### config.mk
export PLATFORM = sky130hd
export DESIGN_NAME = cap_cmp_timer
export DESIGN_NICKNAME = d
export VERILOG_FILES = /design/src/rtl/cct_pkg.sv /design/src/rtl/cct_prescale.sv /design/src/rtl/cct_counter.sv /design/src/rtl/cct_capture.sv /design/src/rtl/cap_cmp_timer.sv
export SDC_FILE = /design/constraint.sdc
export NUM_CORES = 1
export LEC_CHECK = 0
export ABC_AREA = 1
export BUFFER_PORTS_ARGS = -buffer_cell sky130_fd_sc_hd__buf_2
export CORE_MARGIN = 2
export CORE_UTILIZATION = 64
export DETAILED_ROUTE_END_ITERATION = 8
export PLACE_DENSITY = 0.85
export SYNTH_ARGS = -nofsm -noshare
export SYNTH_HDL_FRONTEND = slang
export SYNTH_SLANG_ARGS = --single-unit
### constraint.sdc
create_clock -name clk -period 3.8 [get_ports clk]
set_input_delay 0.76 -clock clk [delete_from_list [all_inputs] [get_ports clk]]
set_output_delay 0.76 -clock clk [all_outputs]
set_load 0.01 [all_outputs]
### src/rtl/cct_pkg.sv
package cct_pkg;

    localparam int CLK_SEL_W = 3;

    typedef enum logic [2:0] {
        A_KEY   = 3'd0,
        A_CTRL  = 3'd1,
        A_COUNT = 3'd2,
        A_CMP   = 3'd3,
        A_CHCFG = 3'd4,
        A_IRQ   = 3'd5,
        A_CAP0  = 3'd6,
        A_CAP1  = 3'd7
    } reg_addr_e;

    typedef enum logic [1:0] {
        EDGE_OFF  = 2'b00,
        EDGE_RISE = 2'b01,
        EDGE_FALL = 2'b10,
        EDGE_ANY  = 2'b11
    } edge_sel_e;

    typedef struct packed {
        logic                 run;
        logic [CLK_SEL_W-1:0] clk_sel;
    } ctrl_t;

    function automatic logic edge_hit(edge_sel_e sel, logic rise, logic fall);
        case (sel)
            EDGE_RISE: edge_hit = rise;
            EDGE_FALL: edge_hit = fall;
            EDGE_ANY:  edge_hit = rise | fall;
            default:   edge_hit = 1'b0;
        endcase
    endfunction

endpackage

### src/rtl/cct_prescale.sv
module cct_prescale #(
    parameter int SEL_W = 3
) (
    input  logic             clk,
    input  logic             rst,
    input  logic             run_i,
    input  logic [SEL_W-1:0] sel_i,
    output logic             tick_o
);
    localparam int DIV_W = (1 << SEL_W) - 1;

    logic [DIV_W-1:0] div_q;
    logic [DIV_W-1:0] mask;

    always_comb begin
        mask   = (DIV_W'(1) << sel_i) - DIV_W'(1);
        tick_o = run_i && ((div_q & mask) == mask);
    end

    always_ff @(posedge clk) begin
        if (rst || !run_i) begin
            div_q <= '0;
        end else begin
            div_q <= div_q + DIV_W'(1);
        end
    end

    // the divider is back at zero in the first running cycle
    assert_restart_R4: assert property (@(posedge clk) disable iff (rst)
        $rose(run_i) |-> (div_q == '0));

endmodule

### src/rtl/cct_counter.sv
module cct_counter #(
    parameter int CNT_W = 16
) (
    input  logic             clk,
    input  logic             rst,
    input  logic             tick_i,
    input  logic             wr_i,
    input  logic [CNT_W-1:0] wdata_i,
    output logic [CNT_W-1:0] count_o,
    output logic             stepped_o
);
    logic [CNT_W-1:0] count_q;
    logic             stepped_q;

    always_ff @(posedge clk) begin
        if (rst) begin
            count_q   <= '0;
            stepped_q <= 1'b0;
        end else if (wr_i) begin
            count_q   <= wdata_i;
            stepped_q <= 1'b0;
        end else if (tick_i) begin
            count_q   <= count_q + CNT_W'(1);
            stepped_q <= 1'b1;
        end else begin
            stepped_q <= 1'b0;
        end
    end

    assign count_o   = count_q;
    assign stepped_o = stepped_q;

    assert_hold_R3: assert property (@(posedge clk) disable iff (rst)
        (!tick_i && !wr_i) |=> $stable(count_q));

    assert_wrap_R10: assert property (@(posedge clk) disable iff (rst)
        (tick_i && !wr_i && (count_q == {CNT_W{1'b1}})) |=> (count_q == '0));

    assert_load_R2: assert property (@(posedge clk) disable iff (rst)
        wr_i |=> (count_q == $past(wdata_i)));

endmodule

### src/rtl/cct_capture.sv
module cct_capture
    import cct_pkg::*;
#(
    parameter int CNT_W = 16
) (
    input  logic             clk,
    input  logic             rst,
    input  logic             enable_i,
    input  logic             pin_i,
    input  edge_sel_e        edge_i,
    input  logic             mode_i,
    input  logic [CNT_W-1:0] count_i,
    input  logic             clr_i,
    output logic [CNT_W-1:0] cap_o,
    output logic             flag_o
);
    logic [2:0]       sync_q;
    logic             rise;
    logic             fall;
    logic             hit;
    logic [CNT_W-1:0] cap_q;
    logic             flag_q;

    always_comb begin
        rise = sync_q[1] & ~sync_q[2];
        fall = ~sync_q[1] & sync_q[2];
        hit  = enable_i && mode_i && edge_hit(edge_i, rise, fall);
    end

    always_ff @(posedge clk) begin
        if (rst) begin
            sync_q <= '0;
            cap_q  <= '0;
            flag_q <= 1'b0;
        end else begin
            sync_q <= {sync_q[1:0], pin_i};
            if (hit) begin
                cap_q <= count_i;
            end
            if (hit) begin
                flag_q <= 1'b1;
            end else if (clr_i) begin
                flag_q <= 1'b0;
            end
        end
    end

    assign cap_o  = cap_q;
    assign flag_o = flag_q;

    assert_flag_sticky_R8: assert property (@(posedge clk) disable iff (rst)
        (flag_q && !clr_i) |=> flag_q);

    assert_capture_old_value_R11: assert property (@(posedge clk) disable iff (rst)
        hit |=> (cap_q == $past(count_i)));

    assert_no_capture_off_R6: assert property (@(posedge clk) disable iff (rst)
        (!mode_i || edge_i == EDGE_OFF) |=> $stable(cap_q));

endmodule

### src/rtl/cap_cmp_timer.sv
module cap_cmp_timer
    import cct_pkg::*;
#(
    parameter int          CNT_W      = 16,
    parameter int          N_CH       = 2,
    parameter logic [7:0]  UNLOCK_KEY = 8'h55
) (
    input  logic             clk,
    input  logic             rst,
    input  logic             bus_wr,
    input  logic [2:0]       bus_addr,
    input  logic [CNT_W-1:0] bus_wdata,
    output logic [CNT_W-1:0] bus_rdata,
    input  logic [N_CH-1:0]  cap_pin_i,
    output logic             match_o,
    output logic [N_CH-1:0]  irq_o
);
    localparam int MODE_LSB = 2 * N_CH;
    localparam int EN_LSB   = N_CH;

    reg_addr_e        addr;
    logic             unlocked_q;
    ctrl_t            ctrl_q;
    logic [CNT_W-1:0] cmp_q;
    edge_sel_e        edge_q [N_CH];
    logic [N_CH-1:0]  mode_q;
    logic [N_CH-1:0]  en_q;
    logic [N_CH-1:0]  flag;
    logic [N_CH-1:0]  clr;
    logic [CNT_W-1:0] cap_val [N_CH];

    logic             tick;
    logic             cnt_wr;
    logic [CNT_W-1:0] count;
    logic             stepped;

    assign addr   = reg_addr_e'(bus_addr);
    assign cnt_wr = bus_wr && (addr == A_COUNT);

    // Register writes
    always_ff @(posedge clk) begin
        if (rst) begin
            unlocked_q <= 1'b0;
            ctrl_q     <= '0;
            cmp_q      <= '0;
            mode_q     <= '0;
            en_q       <= '0;
            for (int i = 0; i < N_CH; i++) edge_q[i] <= EDGE_OFF;
        end else if (bus_wr) begin
            case (addr)
                A_KEY:   if (bus_wdata[7:0] == UNLOCK_KEY) unlocked_q <= 1'b1;
                A_CTRL:  ctrl_q <= bus_wdata[CLK_SEL_W:0];
                A_CMP:   cmp_q  <= bus_wdata;
                A_CHCFG: begin
                    for (int i = 0; i < N_CH; i++) begin
                        edge_q[i] <= edge_sel_e'(bus_wdata[2*i +: 2]);
                        mode_q[i] <= bus_wdata[MODE_LSB + i];
                    end
                end
                A_IRQ:   en_q <= bus_wdata[EN_LSB +: N_CH];
                default: ;
            endcase
        end
    end

    // Flag clear: a 0 written to a flag bit
    always_comb begin
        for (int i = 0; i < N_CH; i++) begin
            clr[i] = bus_wr && (addr == A_IRQ) && !bus_wdata[i];
        end
    end

    // Read mux
    always_comb begin
        bus_rdata = '0;
        case (addr)
            A_KEY:   bus_rdata[0] = unlocked_q;
            A_CTRL:  bus_rdata[CLK_SEL_W:0] = ctrl_q;
            A_COUNT: bus_rdata = count;
            A_CMP:   bus_rdata = cmp_q;
            A_CHCFG: begin
                for (int i = 0; i < N_CH; i++) begin
                    bus_rdata[2*i +: 2]      = edge_q[i];
                    bus_rdata[MODE_LSB + i]  = mode_q[i];
                end
            end
            A_IRQ: begin
                bus_rdata[0 +: N_CH]      = flag;
                bus_rdata[EN_LSB +: N_CH] = en_q;
            end
            default: begin
                for (int i = 0; i < N_CH; i++) begin
                    if (bus_addr == 3'(A_CAP0 + i)) bus_rdata = cap_val[i];
                end
            end
        endcase
    end

    cct_prescale #(.SEL_W(CLK_SEL_W)) u_prescale (
        .clk    (clk),
        .rst    (rst),
        .run_i  (ctrl_q.run && unlocked_q),
        .sel_i  (ctrl_q.clk_sel),
        .tick_o (tick)
    );

    cct_counter #(.CNT_W(CNT_W)) u_counter (
        .clk       (clk),
        .rst       (rst),
        .tick_i    (tick),
        .wr_i      (cnt_wr),
        .wdata_i   (bus_wdata),
        .count_o   (count),
        .stepped_o (stepped)
    );

    assign match_o = unlocked_q && stepped && (count == cmp_q);

    for (genvar g = 0; g < N_CH; g++) begin : g_ch
        cct_capture #(.CNT_W(CNT_W)) u_cap (
            .clk      (clk),
            .rst      (rst),
            .enable_i (unlocked_q),
            .pin_i    (cap_pin_i[g]),
            .edge_i   (edge_q[g]),
            .mode_i   (mode_q[g]),
            .count_i  (count),
            .clr_i    (clr[g]),
            .cap_o    (cap_val[g]),
            .flag_o   (flag[g])
        );
    end

    assign irq_o = flag & en_q;

    assert_locked_no_tick_R1: assert property (@(posedge clk) disable iff (rst)
        !unlocked_q |-> !tick);

    assert_locked_no_flag_R1: assert property (@(posedge clk) disable iff (rst)
        !unlocked_q |-> (flag == '0));

    assert_single_match_R5: assert property (@(posedge clk) disable iff (rst)
        match_o |=> !match_o);

    assert_unlock_sticky_R1: assert property (@(posedge clk) disable iff (rst)
        unlocked_q |=> unlocked_q);

endmodule

==> metrics.yaml, run 1 <==
antenna_left: 0
total_number_of_nets_in_the_final_design: 716
placement.io_buffers: 42
tritoncts: "yes"
die_x_um: 90.0
ios: 43
synth_enable_flop_cells: 4
number_of_rows_in_the_core_area: 31
seq_area_frac_synth_pct: 40.2
power-per-cell-area_nw_per_um2: 351
critPathRequiredTime_ps: 3040
slew_headroom_pct: 46.8
finalSetupViolations: 0
synth.yosys.warnings: 0
critical_path.cell_chain: "buf_2 > inv_2 > nand3_1 > o22ai_1 > nor2_1 > o211ai_1 > buf_2"
yosys.cell_types.count: 40
sw_frac_of_total_pct: 28.0
grt_max_degree: 38
fill_cells: 616
timing.critical_path.fanout_max: 16
synth_top_cell_area_share_pct: 37.7
placed_instances: 774
cpMaxStageDelayCell: "nand3_1"
setup_tns_ps: 0
h-tree-depth: 3
synth.avg_cell_area_um2: 7.16
p_comb_share_pct: 7.8
postCtsSetupRepairBufs: 0
sequential_cell_fraction_of_total_power_pct: 56.3
wl_um: 12700
tightest_slew_ps: 789
grt_first_pass_wirelength_um: 20700
dpl.hpwl_um: 8960
critical_path_arrival_ps: 2200
internal-power_mw: 1.29
worstHoldPathType: "reg -> reg"
cellLeakagePower_nw: 2.03
route.detailed.vias_per_inst: 6.01
detail_route.iter0.violations: 518
netlist_top_cells_area: "dfxtp_1 38%, inv_1 8.8%, a21oi_1 8.0%"
avgRoutedWirePerCell_um: 16.1
critical_path.max_stage_delay_ps: 510
cts.root.buffer_cell: "clkbuf_8"
final_min_period_over_clock_period_pct: 78.0
synth_fp_nets: 691
fin_crit_ps: 2960
worstSkewPairLatency_ps: 370
drc_errors: 0
synthesis.area_um2: 4730
final_cells: 790
post_synth_inst_count: 661
highest_achievable_clock_rate_ghz: 0.337
ys_ff_latch: 93
hold_viol_final: 0
diodes: 0
first_global_vias: 4297
die_y_um: 90.0
grt_overflow: 0
finalClockSkew_ps: 10.5
area_growth_syn_to_layout_pct: 8.17
cp-start-kind: "input pin"
first_pass_iters: 7
critPathCaptureType: "output pin"
grt_antenna_before_repair: 0
synthFlopType: "dfxtp_1"
floorplan.initialDensity_pct: 65.6
finalWeightedCongestion: 0.962
share_clk_of_total_power_pct: 36.0
tritoncts.num_buffers: 9
floorplan.core_area_um2: 7210
multiInputGateArea_um2: 2210
grt_use_total_pct: 31.5
cts_sinks: 93
num_vias: 4745
clock_path_buffers: 2
finalMaxSlewViolations: 0
synth_async_sr_flop_share_pct: 0
max-cap-violations: 0
drive_above_1_share_pct: 12.3
cts.clk_slew.worst_paths_ps: 100
status: "finished clean"
floorplan.die_area_um2: 8100
cts_resized: 0
vdd_ir_drop_max_mv: 0.264
layout.area.seq_um2: 1900
rsz0062_at_grt: "no"
netSwitchingPower_mw: 0.502
timing.setup.critical_path_class: "in -> out"
worst_path_most_repeated_cell: "buf_2"
post-synth-top-area-cell: "dfxtp_1"
cts-hold-fix-buffers: 0
## cell usage after synthesis, drive strengths merged, types with 2 or more instances
master / count
dfxtp: 89
o21ai: 69
o221ai: 10
a21oi: 77
o22ai: 20
nor4: 2
nor2: 39
xnor2: 2
buf: 13
nor3: 7
o211ai: 4
edfxtp: 4
nand2: 101
ha: 6
a22oi: 16
or2: 2
nand3: 44
xor2: 6
clkbuf: 21
nand4: 10
inv: 115
## per-layer routing
layer | vias to the layer above | wire [um] | global-route usage, %
met5 | - | 0 | 0
met4 | 0 | 388 | 10.9
met3 | 44 | 1430 | 6.96
met2 | 274 | 5640 | 48.5
met1 | 2175 | 5280 | 43.9
li1 | 2252 | - | -
## cells by family after synthesis
logic type,count (synthesis),synth area share [%]
AO/OA/AOI/OAI,199,23.9
XOR/XNOR,8,1.48
flip-flops,93,40.2
adder cells (fa/ha/maj),6,1.59
buffers and inverters,149,13.0
AND/OR/NAND/NOR,206,19.8
## power groups by stage
stage	logic, mW	clock network, mW	registers [mW]
floorplan	0.0899	0	1.03
global placement	0.132	0	1.03
detailed placement	0.135	0	1.03
CTS	0.136	0.646	1.01
global route	0.154	0.685	1.01
finish	0.139	0.646	1.01
## cell usage in the layout (no fill, tap or decap), types with 6 or more instances in the layout
cell type and count:
inv_1 111, nand2_1 99, dfxtp_1 89, a21oi_1 76, o21ai_0 64, nand3_1 43
buf_2 42, nor2_1 34, o22ai_1 20, a22oi_1 16, o221ai_1 10, nand4_1 10
clkbuf_8 9, xor2_1 6, ha_1 6, buf_4 6
## sequential cells by signal, summed over array words and instances (netlist names)
| register | flops |
|---|---|
| ctrl_q | 4 |
| en_q | 2 |
| g_ch.u_cap.flag_o | 2 |
| g_ch.u_cap.sync_q | 6 |
| g_ch.u_cap.cap_o | 32 |
| u_prescale.div_q | 7 |
| edge_q | 4 |
| u_counter.count_o | 16 |
| cmp_q | 16 |
| u_counter.stepped_o | 1 |
| unlocked_q | 1 |
| mode_q | 2 |
## critical path: cells and delay by family
kind | cells | cell delay (ps)
buffers and inverters | 3 | 410
AND/OR/NAND/NOR | 2 | 580
AO/OA/AOI/OAI | 2 | 450
## cell type report
cell class / count / area share, %
Clock buffer: 9 / 2.42
Clock inverter: 7 / 1.30
Inverter: 115 / 8.48
Multi-Input combinational cell: 419 / 43.2
Sequential cell: 93 / 37.2
Tap cell: 99 / 2.42
Timing Repair Buffer: 48 / 4.99
## per-stage QoR
step                total power [mW]  setup WS (ps)  utilization, %  hold slack (ps)  area, um^2
global route                    1.85            670            70.9              450        5120
global placement                1.16            892            68.3              389        4930
finish                          1.80            836            70.9              408        5120
floorplan                       1.12           1480               -              388        4730
CTS                             1.79            843            70.9              411        5120
detailed placement              1.17            864            68.3              397        4930
## path summary, 6_finish.rpt
path | start | to | slack, ps | cells past startpoint
worst max-delay path | bus_addr[2] | bus_rdata[2] | 840 | 7
worst min-delay path | g_ch[0].u_cap.sync_q[0] | g_ch[0].u_cap.sync_q[1] | 410 | 2
worst max register to register | u_counter.count_o[1] | u_counter.count_o[14] | 1860 | 8
worst min register to register | g_ch[0].u_cap.sync_q[0] | g_ch[0].u_cap.sync_q[1] | 410 | 2
Note: power is estimated with default switching activity, not from simulation.
==> run 2: changes to the inputs <==
Settings changed: CORE_UTILIZATION 64 to 59, PLACE_DENSITY 0.85 to 0.79.
Clock period 3.8 ns to 3.11 ns, I/O delays scaled along.
==> run 2 against run 1 <==
Against the previous run:
- combinational power up 24%
- worst setup slack lost 500 ps
- sequential cell count did not move
- global-route usage shrank 0.13 points
- register-to-register slack worse by 600 ps
- worst hold slack gained 7.5 ps
- largest cell class unchanged
- cell count grew 0.63%
- die area is 8.1% higher
- sequential power is 22% higher
- sequential share of layout area is 0.48 points lower
- highest routed layer unchanged
- non-clock buffer count increased by 2
- clock power increased by 48%
- largest power group unchanged
==> metrics.yaml, run 2 (synthesis gave the netlist of run 1 again) <==
cp-start-kind: "input pin"  # unchanged
avgRoutedWirePerCell_um: 16.8  # was 16.1 um
grt_max_degree: 52  # was 38
finalMaxSlewViolations: 0  # unchanged
final_min_period_over_clock_period_pct: 89.2
vdd_ir_drop_max_mv: 0.281  # was 0.264 mV
slew_headroom_pct: 34.4  # was 46.8%
layout.area.seq_um2: 1900  # unchanged
drive_above_1_share_pct: 12.6  # was 12.3%
hold_viol_final: 0  # unchanged
h-tree-depth: 3  # unchanged
total_number_of_nets_in_the_final_design: 718  # was 716
number_of_rows_in_the_core_area: 32  # was 31
wl_um: 13400  # was 12,700 um
die_y_um: 93.5  # was 90.0 um
placement.io_buffers: 42  # unchanged
antenna_left: 0  # unchanged
tightest_slew_ps: 974  # was 789 ps
first_global_vias: 4507  # was 4,297
area_growth_syn_to_layout_pct: 9.60  # was 8.17%
grt_overflow: 0  # unchanged
critical_path_arrival_ps: 2150  # was 2200 ps
drc_errors: 0  # unchanged
fill_cells: 709  # was 616
grt_use_total_pct: 31.3  # was 31.5%
worstHoldPathType: "reg -> reg"  # unchanged
setup_tns_ps: 0  # unchanged
floorplan.core_area_um2: 7770  # was 7210 um^2
finalSetupViolations: 0  # unchanged
num_vias: 4723  # was 4,745
cts-hold-fix-buffers: 0  # unchanged
hold-path-cell-count: 2  # unchanged
grt_antenna_before_repair: 0  # unchanged
first_pass_iters: 6  # was 7
critical_path.max_stage_delay_ps: 530  # was 510 ps
final_design_area_no_fill_um2: 5180  # was 5120 um^2
fin_hold_ws_ps: 416  # was 408 ps
tritoncts: "yes"  # unchanged
timing.critical_path.fanout_max: 16  # unchanged
most-common-layout-cells: "111 x inv_1, 99 x nand2_1, 89 x dfxtp_1"  # unchanged
finalWeightedCongestion: 0.969  # was 0.962
largest_register_ff_count: 32  # unchanged
detail_route.iter0.violations: 418  # was 518
floorplan.die_area_um2: 8750  # was 8100 um^2
max-cap-violations: 0  # unchanged
die_x_um: 93.5  # was 90.0 um
cts.clk_slew.worst_paths_ps: 100  # about the same
cts_resized: 0  # unchanged
critical_path.cell_chain: "buf_2 > inv_2 > nand3_1 > o22ai_1 > nor2_1 > o211ai_1 > buf_2"  # unchanged
worstSkewPairLatency_ps: 360  # was 370 ps
cpMaxStageDelayCell: "nand3_1"  # unchanged
status: "finished clean"  # unchanged
reg2regPathDepth: 8  # unchanged
critPathRequiredTime_ps: 2490  # was 3040 ps
grt_first_pass_wirelength_um: 21600  # was 20,700 um
critPathCaptureType: "output pin"  # unchanged
final_core_utilization_pct: 66.8  # was 70.9%
floorplan.initialDensity_pct: 60.9  # was 65.6%
highest_achievable_clock_rate_ghz: 0.361
post_dp_cell_area_um2: 4950  # was 4930 um^2
dpl.hpwl_um: 9530  # was 8960 um
multiInputGateArea_um2: 2210  # unchanged
worst_path_most_repeated_cell: "buf_2"  # unchanged
route.detailed.vias_per_inst: 5.94  # was 6.01
fin_crit_ps: 2770
cts_sinks: 93  # unchanged
diodes: 0  # unchanged
postCtsSetupRepairBufs: 0  # unchanged
cellLeakagePower_nw: 2.07  # was 2.03 nW
ios: 43  # unchanged
clock_path_buffers: 2  # unchanged
layout_commonest_cell: "inv_1"  # unchanged
cts.root.buffer_cell: "clkbuf_8"  # unchanged
rsz0062_at_grt: "no"  # unchanged
finalClockSkew_ps: 13.1  # was 10.5 ps
tritoncts.num_buffers: 9  # unchanged
power-per-cell-area_nw_per_um2: 456  # was 351 nW/um^2
timing.setup.critical_path_class: "in -> out"  # unchanged
[run 2: critical path: cells and delay by family]
kind	cells	cell delay, ps
buffers and inverters	3	400
AND/OR/NAND/NOR	2	610
AO/OA/AOI/OAI	2	500
[run 2: worst paths after layout]
kind                           startpoint                       to  slack, ps
setup / recovery              bus_addr[2]             bus_rdata[2]        340
hold / removal    g_ch[1].u_cap.sync_q[0]  g_ch[1].u_cap.sync_q[1]        420
setup reg to reg     u_counter.count_o[1]    u_counter.count_o[14]       1260
hold reg to reg   g_ch[1].u_cap.sync_q[0]  g_ch[1].u_cap.sync_q[1]        420
[run 2: metal layers]
| metal | up-vias | global-route usage, % | routed length (um) |
|---|---|---|---|
| met4 | 0 | 13.8 | 457 |
| met1 | 2197 | 39.4 | 5390 |
| met2 | 226 | 53.7 | 6500 |
| li1 | 2250 | - | - |
| met5 | - | 0 | 0 |
| met3 | 50 | 4.35 | 1020 |
[run 2: power by group]
group | leakage, nW | switching [mW] | internal (mW) | total [mW]
logic | 1.19 | 0.119 | 0.0535 | 0.173
registers | 0.758 | 0.0165 | 1.22 | 1.23
clock network | 0.118 | 0.450 | 0.506 | 0.957
[run 2: per-stage QoR]
step | setup slack, ps | cells | power (mW)
final | 337 | 795 | 2.36
after global routing | 238 | 795 | 2.43
after CTS | 406 | 795 | 2.36
after detailed placement | 423 | 779 | 1.43
after global placement | 467 | 779 | 1.42
after floorplan | 1070 | 661 | 1.36
[run 2: final cells by class]
type                    instances  area share, %
well taps                     102           2.46
multi-input cells             419           42.7
flip-flops and latches         93           36.7
inverters                     115           8.37
clock inverters                 6           1.74
repair buffers                 50           5.21
clock buffers                  10           2.87
==> run 3: changes to the inputs <==
Settings changed: ABC_AREA 1 to default, CORE_UTILIZATION 59 to 60, PLACE_DENSITY 0.79 to 0.8.
==> run 3 against run 2 <==
Against the previous run:
- fmax shrank 4.2%
- clock-buffer cell count is the same
- design area grew 2.4%
- sequential cell count unchanged
- sequential power barely moved
- clock power fell by 8.4%
- sequential share of layout area is 0.86 points lower
- critical path depth down 2
- global-route usage shrank 2.8 points
- wire length is 10% lower
- critical path type is now reg -> out
==> metrics.yaml, run 3 <==
hold_path_startpoint: "g_ch[1].u_cap.sync_q[0]"  # unchanged
total_number_of_nets_in_the_final_design: 602  # was 718
post-synth-top-area-cell: "dfxtp_1"  # unchanged
grt_overflow: 0  # unchanged
cts.clk_slew.worst_paths_ps: 100  # about the same
vdd_ir_drop_max_mv: 0.206  # was 0.281 mV
p_total_mw: 2.34  # was 2.36 mW
worstSkewPairLatency_ps: 360  # about the same
hold_viol_final: 0  # unchanged
synth.yosys.warnings: 0  # unchanged
synthFlopType: "dfxtp_1"  # unchanged
finalClockSkew_ps: 10.5  # was 13.1 ps
worst_r2r_startpoint: "ctrl_q[2]"  # was u_counter.count_o[1]
sw_frac_of_total_pct: 25.9  # was 24.8%
largest_register_ff_count: 32  # unchanged
placed_instances: 663  # was 779
cts-hold-fix-buffers: 0  # unchanged
tightest_slew_ps: 1060  # was 974 ps
wl_um: 12000  # was 13,400 um
ys_top_cells_by_count: "89 x dfxtp_1, 71 x nor2_1, 51 x nand2_1"  # was 111 x inv_1, 99 x nand2_1, 89 x dfxtp_1
tritoncts: "yes"  # unchanged
postCtsSetupRepairBufs: 0  # unchanged
layout_setup_ws_ps: 216  # was 337 ps
post_synth_inst_count: 546  # was 661
synth_fp_nets: 576  # was 691
drc_errors: 0  # unchanged
cts.root.buffer_cell: "clkbuf_8"  # unchanged
cp-start-kind: "flop"  # was input pin
share_clk_of_total_power_pct: 37.5  # was 40.5%
timing.setup.critical_path_class: "reg -> out"  # was in -> out
status: "finished clean"  # unchanged
floorplan.initialDensity_pct: 62.2  # was 60.9%
yosys.cell_types.count: 50  # was 40
ys_ff_latch: 93  # unchanged
sequential_cell_fraction_of_total_power_pct: 53.9  # was 52.2%
synthMostInstantiatedCell: "dfxtp_1"  # was inv_1
power-per-cell-area_nw_per_um2: 441  # was 456 nW/um^2
grt_use_total_pct: 28.6  # was 31.3%
num_vias: 4096  # was 4,723
fin_crit_ps: 2890  # was 2770 ps
reg_to_reg_endpoint: "u_counter.count_o[6]"  # was u_counter.count_o[14]
detail_route.iter0.violations: 339  # was 418
fill_cells: 631  # was 709
clock_path_buffers: 2  # unchanged
finalWeightedCongestion: 0.844  # was 0.969
internal-power_mw: 1.73  # was 1.78 mW
hold-path-cell-count: 1  # was 2
h-tree-depth: 3  # unchanged
max-cap-violations: 0  # unchanged
seq_area_frac_synth_pct: 39.6  # was 40.2%
netlist_top_cells_area: "dfxtp_1 37%, mux2i_1 9.2%, nor2_1 5.5%"  # was dfxtp_1 38%, inv_1 8.8%, a21oi_1 8.0%
finalSetupViolations: 0  # unchanged
grt_antenna_before_repair: 0  # unchanged
final_cells: 679  # was 795
worstHoldPathType: "reg -> reg"  # unchanged
diodes: 0  # unchanged
critPathCaptureType: "output pin"  # unchanged
grt_first_pass_wirelength_um: 19400  # was 21,600 um
most-common-layout-cells: "89 x dfxtp_1, 71 x nor2_1, 51 x nand2_1"  # was 111 x inv_1, 99 x nand2_1, 89 x dfxtp_1
die_y_um: 93.5  # about the same
reg2regPathDepth: 5  # was 8
layout.area.seq_um2: 1900  # unchanged
cts_sinks: 93  # unchanged
synthesis.area_um2: 4810  # was 4730 um^2
final_min_period_over_clock_period_pct: 93.1  # was 89.2%
placement.io_buffers: 42  # unchanged
area_growth_syn_to_layout_pct: 10.5  # was 9.60%
p_comb_share_pct: 8.7  # was 7.3%
cellLeakagePower_nw: 1.91  # was 2.07 nW
place_worst_setup_slack_ps: 366  # was 423 ps
first_pass_iters: 5  # was 6
tritoncts.num_buffers: 9  # unchanged
synth_top_cell_area_share_pct: 37.1  # was 37.7%
grt_max_degree: 43  # was 52
critical_path_arrival_ps: 2270  # was 2150 ps
floorplan.die_area_um2: 8740  # was 8750 um^2
floorplan.core_area_um2: 7730  # was 7770 um^2
rsz0062_at_grt: "no"  # unchanged
wl_met3_um: 823  # was 1020 um
critPathRequiredTime_ps: 2490  # about the same
dpl.hpwl_um: 8690  # was 9530 um
met2RoutedLength_um: 5610  # was 6500 um
antenna_left: 0  # unchanged
drive_above_1_share_pct: 16.6  # was 12.6%
timing.reg2reg.setup_slack_ps: 650  # was 1260 ps
finalMaxSlewViolations: 0  # unchanged
highest-signal-layer: "met4"  # unchanged
avgRoutedWirePerCell_um: 17.7  # was 16.8 um
first_global_vias: 3855  # was 4,507
setup_tns_ps: 0  # unchanged
highest_achievable_clock_rate_ghz: 0.346  # was 0.361 GHz
synth.avg_cell_area_um2: 8.80  # was 7.16 um^2
hold_path_end: "g_ch[1].u_cap.sync_q[1]"  # unchanged
multiInputGateArea_um2: 2680  # was 2210 um^2
route.detailed.vias_per_inst: 6.03  # was 5.94
number_of_rows_in_the_core_area: 32  # unchanged
timing.critical_path.fanout_max: 8  # was 16
ios: 43  # unchanged
netSwitchingPower_mw: 0.607  # was 0.586 mW
wl_met1_um: 5400  # was 5390 um
cts_resized: 0  # unchanged
synth_async_sr_flop_share_pct: 0  # unchanged
slew_headroom_pct: 29.5  # was 34.4%
layout_commonest_cell: "dfxtp_1"  # was inv_1
synth_enable_flop_cells: 4  # unchanged
die_x_um: 93.5  # about the same
run 3: through the flow:
stage / hold slack [ps] / area [um^2] / util [%]
detailed placement: 426 / 5090 / 65.9
floorplan: 414 / 4810 / -
global route: 464 / 5310 / 68.7
CTS: 451 / 5310 / 68.7
finish: 448 / 5310 / 68.7
global placement: 419 / 5090 / 65.9
run 3: area by class of cell:
type | instances | area share (%)
Tap cell | 102 | 2.40
Sequential cell | 93 | 35.8
Timing Repair Buffer | 60 | 6.50
Inverter | 11 | 0.778
Clock inverter | 6 | 1.25
Multi-Input combinational cell | 397 | 50.4
Clock buffer | 10 | 2.80
run 3: how the worst max path moves through the flow:
stage	slack, ps	endpoint	startpoint	cells past startpoint
after floorplan	600	bus_rdata[6]	bus_addr[0]	5
final	220	match_o	u_counter.count_o[3]	5
after CTS	270	match_o	u_counter.count_o[3]	5
after detailed placement	370	bus_rdata[11]	bus_addr[0]	5
after global placement	400	bus_rdata[7]	bus_addr[0]	5
after global routing	160	match_o	u_counter.count_o[2]	5
run 3: cell families after synthesis:
family	share of synthesized area (%)
simple gates	24.1
fa+ha+maj	1.56
buf+inv	4.71
flops	39.6
compound gates	10.5
xor+xnor	5.28
mux	14.3
run 3: power by group through the flow:
stage | Clock (mW) | Combinational [mW] | Sequential, mW
6_report | 0.877 | 0.203 | 1.26
5_1_grt | 0.921 | 0.221 | 1.27
4_1_cts | 0.881 | 0.201 | 1.26
2_1_floorplan | 0 | 0.150 | 1.26
3_5_place_dp | 0 | 0.200 | 1.29
3_3_place_gp | 0 | 0.195 | 1.29
run 3: metal layers:
layer	global-route usage (%)	vias to the layer above
met2	44.8	159
met4	9.31	0
met5	0	-
li1	-	1960
met3	3.55	14
met1	41.0	1963
run 3: critical path: stages, from the launching register on:
cell	delay [ps]
dfxtp_1	570
xnor2_1	170
nand4_1	100
or4_1	530
nor4_1	330
buf_2	210
